**src/rtl/hbd_pkg.sv**
```systemverilog
package hbd_pkg;
  localparam int ADDR_W = 32;
  localparam int BYTES  = 4;
  localparam int BE_W   = 2 * BYTES;

  typedef enum logic [2:0] {
    TGT_NONE = 3'd0,
    TGT_IO   = 3'd1,
    TGT_CFG  = 3'd2,
    TGT_IACK = 3'd3,
    TGT_MEM  = 3'd4
  } tgt_e;

  typedef struct packed {
    tgt_e              target;
    logic [ADDR_W-1:0] addr;
    logic [BE_W-1:0]   be;
    logic              err;
  } dec_s;
endpackage

```
**src/rtl/hbd_cpu_decode.sv**
```systemverilog
module hbd_cpu_decode
  import hbd_pkg::*;
#(
  parameter logic [31:0] IO_BASE   = 32'h8000_0000,
  parameter int          IO_LOG2   = 23,
  parameter logic [31:0] CFG_BASE  = 32'h8080_0000,
  parameter int          CFG_LOG2  = 22,
  parameter logic [31:0] IACK_ADDR = 32'hBFFF_FFF0,
  parameter logic [31:0] MEM_BASE  = 32'hC000_0000,
  parameter logic [31:0] MEM_END   = 32'hFF00_0000,
  parameter int          SEL_LSB   = 11,
  parameter int          NSEL      = 11,
  parameter int          PAGE_LSB  = 12,
  parameter int          PORT_BITS = 5
) (
  input  logic [ADDR_W-1:0] addr,
  input  logic              write,
  input  logic [1:0]        size,
  input  logic              compressed,
  output dec_s              dec
);
  localparam int DEV_W     = $clog2(NSEL + 1);
  localparam int PORT_W    = 16;
  localparam int PAGE_BITS = PORT_W - PORT_BITS;
  localparam logic [ADDR_W:0] IO_END  = {1'b0, IO_BASE}  + (33'd1 << IO_LOG2);
  localparam logic [ADDR_W:0] CFG_END = {1'b0, CFG_BASE} + (33'd1 << CFG_LOG2);

  logic              io_hit, cfg_hit, iack_hit, mem_hit;
  logic [DEV_W-1:0]  dev_num;
  logic [ADDR_W-1:0] io_off;
  logic [PORT_W-1:0] port;
  logic [3:0]        size_mask;
  logic [BE_W-1:0]   lanes;

  assign io_hit   = ({1'b0, addr} >= {1'b0, IO_BASE})  && ({1'b0, addr} < IO_END);
  assign cfg_hit  = ({1'b0, addr} >= {1'b0, CFG_BASE}) && ({1'b0, addr} < CFG_END);
  assign iack_hit = (addr == IACK_ADDR);
  assign mem_hit  = (addr >= MEM_BASE) && (addr < MEM_END);

  // device select: lowest set bit wins, default when none set
  always_comb begin
    dev_num = DEV_W'(NSEL);
    for (int i = NSEL - 1; i >= 0; i--) begin
      if (addr[SEL_LSB + i]) dev_num = DEV_W'(i);
    end
  end

  // I/O port formation, flat or page-compressed
  assign io_off = addr - IO_BASE;
  always_comb begin
    if (compressed)
      port = {io_off[PAGE_LSB + PAGE_BITS - 1:PAGE_LSB], io_off[PORT_BITS-1:0]};
    else
      port = io_off[PORT_W-1:0];
  end

  always_comb begin
    case (size)
      2'd0:    size_mask = 4'h1;
      2'd1:    size_mask = 4'h3;
      default: size_mask = 4'hF;
    endcase
    lanes = BE_W'(size_mask) << addr[1:0];
  end

  always_comb begin
    dec        = '0;
    dec.target = TGT_NONE;
    if (size == 2'd3) begin
      dec.err = 1'b1;
    end else if (cfg_hit) begin
      dec.target = TGT_CFG;
      dec.addr   = ADDR_W'({dev_num, addr[SEL_LSB-1:0]});
      dec.be     = lanes;
    end else if (io_hit) begin
      dec.target = TGT_IO;
      dec.addr   = ADDR_W'(port);
      dec.be     = lanes;
    end else if (iack_hit) begin
      if (!write) begin
        if (size == 2'd0) begin
          dec.target = TGT_IACK;
          dec.be     = lanes;
        end else begin
          dec.err = 1'b1;
        end
      end
    end else if (mem_hit) begin
      dec.target = TGT_MEM;
      dec.addr   = addr - MEM_BASE;
      dec.be     = lanes;
    end else begin
      dec.err = 1'b1;
    end
  end
endmodule

```
**src/rtl/hbd_irq_route.sv**
```systemverilog
module hbd_irq_route #(
  parameter int NDEV   = 4,
  parameter int NPIN   = 4,
  parameter int NLINES = 2
) (
  input  logic [NDEV*NPIN-1:0] pins,
  output logic [NLINES-1:0]    lines,
  output logic                 cpu_irq
);
  logic [NLINES-1:0] per_pin [NDEV*NPIN];

  for (genvar d = 0; d < NDEV; d++) begin : g_dev
    for (genvar p = 0; p < NPIN; p++) begin : g_pin
      localparam int LINE = (p + d) % NLINES;
      assign per_pin[d*NPIN + p] = NLINES'(pins[d*NPIN + p]) << LINE;
    end
  end

  always_comb begin
    lines = '0;
    for (int k = 0; k < NDEV*NPIN; k++) lines = lines | per_pin[k];
  end

  assign cpu_irq = |lines;
endmodule

```
**src/rtl/hbd_bm_xlat.sv**
```systemverilog
module hbd_bm_xlat #(
  parameter int          AW       = 32,
  parameter logic [31:0] CPU_BASE = 32'h8000_0000
) (
  input  logic [AW-1:0] bm_addr,
  output logic          to_cpu,
  output logic [AW-1:0] xlat
);
  always_comb begin
    to_cpu = (bm_addr >= AW'(CPU_BASE));
    xlat   = to_cpu ? (bm_addr - AW'(CPU_BASE)) : bm_addr;
  end
endmodule

```
**src/rtl/hbd_window_decoder.sv**
```systemverilog
module hbd_window_decoder
  import hbd_pkg::*;
#(
  parameter int NDEV = 4,
  parameter int NPIN = 4
) (
  input  logic                 clk,
  input  logic                 rst_n,
  input  logic                 io_map_mode,
  input  logic                 req_valid,
  output logic                 req_ready,
  input  logic [31:0]          req_addr,
  input  logic                 req_write,
  input  logic [1:0]           req_size,
  output logic                 res_valid,
  input  logic                 res_ready,
  output logic [2:0]           res_target,
  output logic [31:0]          res_addr,
  output logic [7:0]           res_be,
  output logic                 res_error,
  input  logic [NDEV*NPIN-1:0] dev_irq,
  output logic [1:0]           irq_line,
  output logic                 cpu_irq,
  input  logic [31:0]          bm_addr,
  output logic                 bm_to_cpu,
  output logic [31:0]          bm_xlat_addr
);
  logic mode_q;
  dec_s dec_now, dec_q;
  logic accept;

  hbd_cpu_decode u_dec (
    .addr       (req_addr),
    .write      (req_write),
    .size       (req_size),
    .compressed (mode_q),
    .dec        (dec_now)
  );

  hbd_irq_route #(.NDEV(NDEV), .NPIN(NPIN), .NLINES(2)) u_irq (
    .pins    (dev_irq),
    .lines   (irq_line),
    .cpu_irq (cpu_irq)
  );

  hbd_bm_xlat #(.AW(32)) u_bm (
    .bm_addr (bm_addr),
    .to_cpu  (bm_to_cpu),
    .xlat    (bm_xlat_addr)
  );

  assign req_ready = !res_valid || res_ready;
  assign accept    = req_valid && req_ready;

  always_ff @(posedge clk) begin
    if (!rst_n) begin
      mode_q    <= 1'b0;
      res_valid <= 1'b0;
      dec_q     <= '0;
    end else begin
      mode_q <= io_map_mode;
      if (accept) begin
        res_valid <= 1'b1;
        dec_q     <= dec_now;
      end else if (res_ready) begin
        res_valid <= 1'b0;
      end
    end
  end

  assign res_target = dec_q.target;
  assign res_addr   = dec_q.addr;
  assign res_be     = dec_q.be;
  assign res_error  = dec_q.err;


  stall_hold_chk: assert property (@(posedge clk) disable iff (!rst_n)
    res_valid && !res_ready |=> res_valid && $stable(res_addr)
      && $stable(res_target) && $stable(res_be) && $stable(res_error));


  err_quiet_chk: assert property (@(posedge clk) disable iff (!rst_n)
    res_valid && res_error |-> res_target == TGT_NONE && res_be == 8'h00);


  iack_byte_chk: assert property (@(posedge clk) disable iff (!rst_n)
    res_valid && res_target == TGT_IACK |-> res_be == 8'h01 && !res_error);


  cfg_high_zero_chk: assert property (@(posedge clk) disable iff (!rst_n)
    res_valid && res_target == TGT_CFG |-> res_addr[31:16] == 16'h0);


  irq_quiet_chk: assert property (@(posedge clk) disable iff (!rst_n)
    dev_irq == '0 |-> !cpu_irq && irq_line == 2'b00);


  bm_split_chk: assert property (@(posedge clk) disable iff (!rst_n)
    bm_addr[31] |-> bm_to_cpu && bm_xlat_addr[31] == 1'b0);
endmodule

```
**config.mk**
```make
export PLATFORM = sky130hd
export DESIGN_NAME = hbd_window_decoder
export DESIGN_NICKNAME = d
export VERILOG_FILES = /design/src/rtl/hbd_pkg.sv /design/src/rtl/hbd_cpu_decode.sv /design/src/rtl/hbd_irq_route.sv /design/src/rtl/hbd_bm_xlat.sv /design/src/rtl/hbd_window_decoder.sv
export SDC_FILE = /design/constraint.sdc
export NUM_CORES = 1
export LEC_CHECK = 0
export CAP_MARGIN = 20
export CORE_AREA = 2 2 94 118
export CTS_CLUSTER_DIAMETER = 120
export DETAILED_ROUTE_END_ITERATION = 10
export DIE_AREA = 0 0 96 120
export GPL_TIMING_DRIVEN = 0
export PLACE_DENSITY = 0.62
export SYNTH_ARGS = -nofsm -noshare
export SYNTH_HDL_FRONTEND = slang
export SYNTH_HIERARCHICAL = 1
export SYNTH_SLANG_ARGS = --single-unit
```
**constraint.sdc**
```tcl
create_clock -name clk -period 3.17 [get_ports clk]
set_input_delay 0.4755 -clock clk [delete_from_list [all_inputs] [get_ports clk]]
set_output_delay 0.4755 -clock clk [all_outputs]
set_load 0.01 [all_outputs]
```
Yosys cells after proc, flatten, opt, wreduce, memory -nomap -nowiden
Index checks and enable logic that the tools add are counted.

word-level totals
  register bits after elaboration = 46
  input port bits = 88
  output and inout bits = 82

cells by class
  add/sub/neg operators = 3
  order comparisons = 7
  equal/unequal tests = 3
  shift operators = 1
  muxes and demuxes = 32
  bitwise logic cells = 15
  reductions and logical operators = 9

operators with widths
  cell                    count
  $mux 43                 4
  $ge 32x32->1 const B    4
  $lt 32x32->1 const B    3
  $mux 32                 2
  $sub 32x32->32 const B  2
  $eq 32x32->1 const B    1
  $mux 4                  8
  $sub 23x1->23 const B   1
  $mux 9                  2
  $mux 16                 1
  $or 2x1->2              7
  $or 2x2->2              7
  $mux 1                  8
  $mux 8                  1
  $pmux 4 s2              1
  $shl 4x2->8             1
  $mux 2                  3
  $mux 3                  2
  $logic_and 1x1->1       4
  $eq 2x1->1 const B      1
  $eq 2x2->1 const B      1
  $logic_not 2->1         1
  $or 1x2->2              1
  $reduce_bool 2->1       1
  other kinds (3)         3

Logic depth before layout (Yosys ltp)
  depth in word-level cells = 16
  gate-level depth with buffers = 12
  gate-level depth less buffers = 10

Hierarchy
Netlist, hierarchy kept.

modules (own cells, without submodules)
  module              instances  cells an instance  area an instance (um^2)  seq. area each (um^2)
  hbd_window_decoder  1          198                1871.8                   920.9
  hbd_cpu_decode      1          142                892.1                    0.0
  hbd_bm_xlat         1          34                 247.7                    0.0
  hbd_irq_route       1          7                  38.8                     0.0

Worst setup path before layout
Ideal clock, no wire load.

  kind = input port to flip-flop
  start = in req_addr[29]
  end = reg dec_q (netlist bit res_addr[10])
  data arrival time = 2.571 ns
  setup slack = 0.528 ns
  cell stages on the path = 10
  buffers on the path = 2
  path through = or4_1 -> or4_4 -> o31ai_2 -> and2b_1 -> buf_6 -> and4_1 -> buf_6 -> a22o_1 -> nand2_1 -> mux2i_1

RTL lines
  element               line                      text
  from (decl)           hbd_window_decoder.sv:12  input logic [31:0] req_addr,
  to (signal assigned)  hbd_window_decoder.sv:64  dec_q <= dec_now;
  to (decl)             hbd_window_decoder.sv:29  dec_s dec_now, dec_q;

==> impl_metrics.yaml <==
floorplan:
  coreArea_um2: 10460
  die-area_um2: 11520
  row_count: 42
  pin_count: 170
  floorplan.die.height_um: 120
  initial_core_util_pct: 29.17
  floorplan.die.width_um: 96
critical_path:
  worst_r2r_path_depth: 6
  reg2reg_setup_slack_ps: 1690
  timing.critical_path.arrival_ps: 3200
  cp_num_cells: 11
  critical_path.startpoint_type: "input port"
  cp.required_ps: 3380
  critPathCaptureType: "flop"
  critical_path_class: "in -> reg"
  r2r_end: "res_addr[13]"
  cp_top_family: "simple AND/OR/NAND/NOR gates"
  crit_path_frequent_cell: "buf_6"
  critPathMaxStageDelay_ps: 580
  reg2reg_from: "mode_q"
  worstPathCellList: "clkdlybuf4s50_1, or4_1, or4_4, o31ai_4, and2b_1, buf_6, and4_1, buf_6, a22o_1, nand2_1, mux2i_1"
  worstPathBufferInverterCount: 3
  crit_slowest_cell: "or4_1"
  path_max_fanout: 10
power_and_ir_drop:
  power_density_nw_per_um2: 321.2
  overall_power_consumption_uw: 1508
  vdd.ir_drop.worst_mv: 0.1710
  static_power_due_to_leakage_uw: 0.001806
sta:
  clock_skew_ps: 4.432
  setup_viol: 0
  rsz_0062_raised_after_global_routing: "false"
  relSlewSlack_pct: 48.26
  final-max-slew-violation-count: 0
  final.period_utilization_pct: 94.32
  count_of_endpoints_failing_hold_in_the_final_timing_report: 0
  max_freq_ghz: 0.3344
  timing.hold.ws_ps: 455.4
  period_minus_slack_ps: 2990
  tightestPinTransition_ps: 766.0
route:
  firstDrtPassIters: 4
  drt-vias-per-instance: 4.782
  num_vias: 3118
  post_drt_wl_per_cell_um: 14.00
  drc: 0
  antenna_violating_nets_post_route: 0
  route.final.wire_length_um: 9128
  drt_iter0_drc: 132
layout:
  design_area_um2: 4696
  antennaDiodeCount: 0
  layout-drive-gt1-share_pct: 10.77
  finish.utilization_pct: 44.90
  synth_to_final_area_change_pct: 53.94
  nets: 610
  num-fill-cells: 1061
  finalNonFillerCells: 652
hold_path:
  worstHoldStart: "res_addr[6]"
  hold_path.class: "reg -> reg"
  hold_depth: 2
  min_to: "res_addr[6]"
yosys:
  synth_area_per_cell_um2: 8.006
  yosys_register_bits: 46
  synth_edf_count: 0
  synth_top_cells_by_area: "dfxtp_1 (30%), mux2i_1 (14%), nand2_1 (12%), buf_4 (8.1%), and2_1 (4.1%)"
  ffs_w_async_s_r_synth_pct: 0
  synth_top_area_share_pct: 30.19
  netlist_area_um2: 3050
  syn-num-nets: 471
  ys_dominant_reg_cell: "dfxtp_1"
  synth_warnings: 6
  synth-seq-area-share_pct: 30.19
  netlist_instances: 381
  yosys.cell_types.count: 48
  cell_taking_the_most_area_after_synthesis: "dfxtp_1"
clocking:
  worstSkewPairLatency_ps: 290
  clk_pin_slew_ps: 60
  tritoncts: "built"
  cts_hold_buf: 0
  cts_root_buf: "clkbuf_16"
  clock_sinks: 46
  numCtsBuffers: 5
  cts.htree.levels: 2
  cts.path.max_buffers: 2
global_route:
  grt_pass1_vias: 2988
  grt_remaining_overflow: 0
  antenna_found_initial: 0
  largest_net_degree_at_the_start_of_global_routing: 13
  grt_first_pass_wirelength_um: 14320
  grt_usage_pct: 15.57
run_status:
  status: "complete, no violations"
run:
  cap_violations: 0
placement:
  placed_cells: 645
  place_hpwl_um: 7393
  placement.io_buffers: 132
  routabilityCongestion: 0.9011
  placed_cell_area_um2: 4537
## registers in the layout, indices dropped and copies added (netlist names)
signal	flops
res_target	3
mode_q	1
res_be	8
res_valid	1
res_addr	32
res_error	1
## tightest hold or removal path: stages, from the launching register on
cell     delay, ps
dfxtp_1        310
nand2_1         50
mux2i_1         50
## how the worst max path moves through the flow
stage	start	slack (ps)	to
2_1_floorplan	req_addr[29]	530	res_addr[10]
3_3_place_gp	req_addr[29]	-220	res_addr[7]
3_5_place_dp	req_addr[29]	-240	res_addr[5]
4_1_cts	req_addr[29]	40	res_addr[8]
5_1_grt	req_addr[29]	40	res_addr[11]
6_report	req_addr[29]	180	res_addr[8]
## layout by cell type (no fill, tap or decap), types with 5 or more instances in the layout
master / count
nor4_1: 14
nand3_1: 5
nor2b_1: 5
nand2_1: 97
or4_1: 5
clkbuf_1: 17
nand4_1: 7
buf_12: 5
a22o_1: 6
clkbuf_16: 5
o21ai_0: 5
a21oi_1: 7
and2_1: 20
inv_1: 7
nor2_1: 5
mux2i_1: 44
nor3_1: 12
dfxtp_1: 46
buf_4: 33
clkdlybuf4s50_1: 132
## through the flow
stage / TNS (ps) / setup WS [ps]
6_report: 0 / 179.9
5_1_grt: 0 / 35.72
4_1_cts: 0 / 43.51
3_5_place_dp: -3801 / -244.0
3_3_place_gp: -3075 / -216.0
2_1_floorplan: 0 / 527.8
## cell type report
type | instances | area [um^2] | area share [%]
buffer | 58 | 441.7 | 9.406
clock buffer | 7 | 132.6 | 2.824
inverter | 7 | 26.28 | 0.5596
multi-input combinational | 270 | 1688 | 35.94
sequential | 46 | 920.9 | 19.61
tap | 132 | 165.2 | 3.517
timing repair buffer | 132 | 1321 | 28.14
## cell families (layout without fill, tap and decap cells)
family	Yosys count	in the layout	share of synthesized area, %
other	2	2	0.2462
buffers and inverters	65	204	15.34
AO/OA/AOI/OAI	37	37	8.942
adder cells (fa/ha/maj)	2	2	0.8202
multiplexers	44	44	14.44
flip-flops	46	46	30.19
AND/OR/NAND/NOR	185	185	30.02
## synth_stat cells (all sizes together) (2+ instances only)
cell    count
dfxtp      46
nor2        5
ha          2
nand2      97
and4        2
buf        43
nor4       14
a211oi      2
mux2i      44
a22o        6
a21oi       7
and2       21
o31ai       2
nand3       5
clkbuf     15
nor2b       5
conb        2
or4         6
o31a        2
nand2b      3
inv         7
and3        3
o311a       2
nor3b       2
nand4       7
o21ai       6
nor3       12
## where the power goes
group          switching (uW)  leakage (uW)  internal (uW)
Sequential               11.6      0.000374            598
Combinational             173       0.00137            231
Clock                     206     0.0000640            288
## repair_timing
action                                 CTS  global route
resized for setup                        0             6
endpoints found under the hold margin    0             0
buffers inserted                         0             0
setup endpoints to repair                0            17
## per-layer routing
metal	vias to the layer above	track usage [%]	wire length, um
met3	6	4.143	870
met2	145	26.95	4420
met4	0	3.750	80
met1	1408	18.84	3756
met5	-	0	0
li1	1559	-	-
Note: power is estimated with default switching activity, not from simulation.
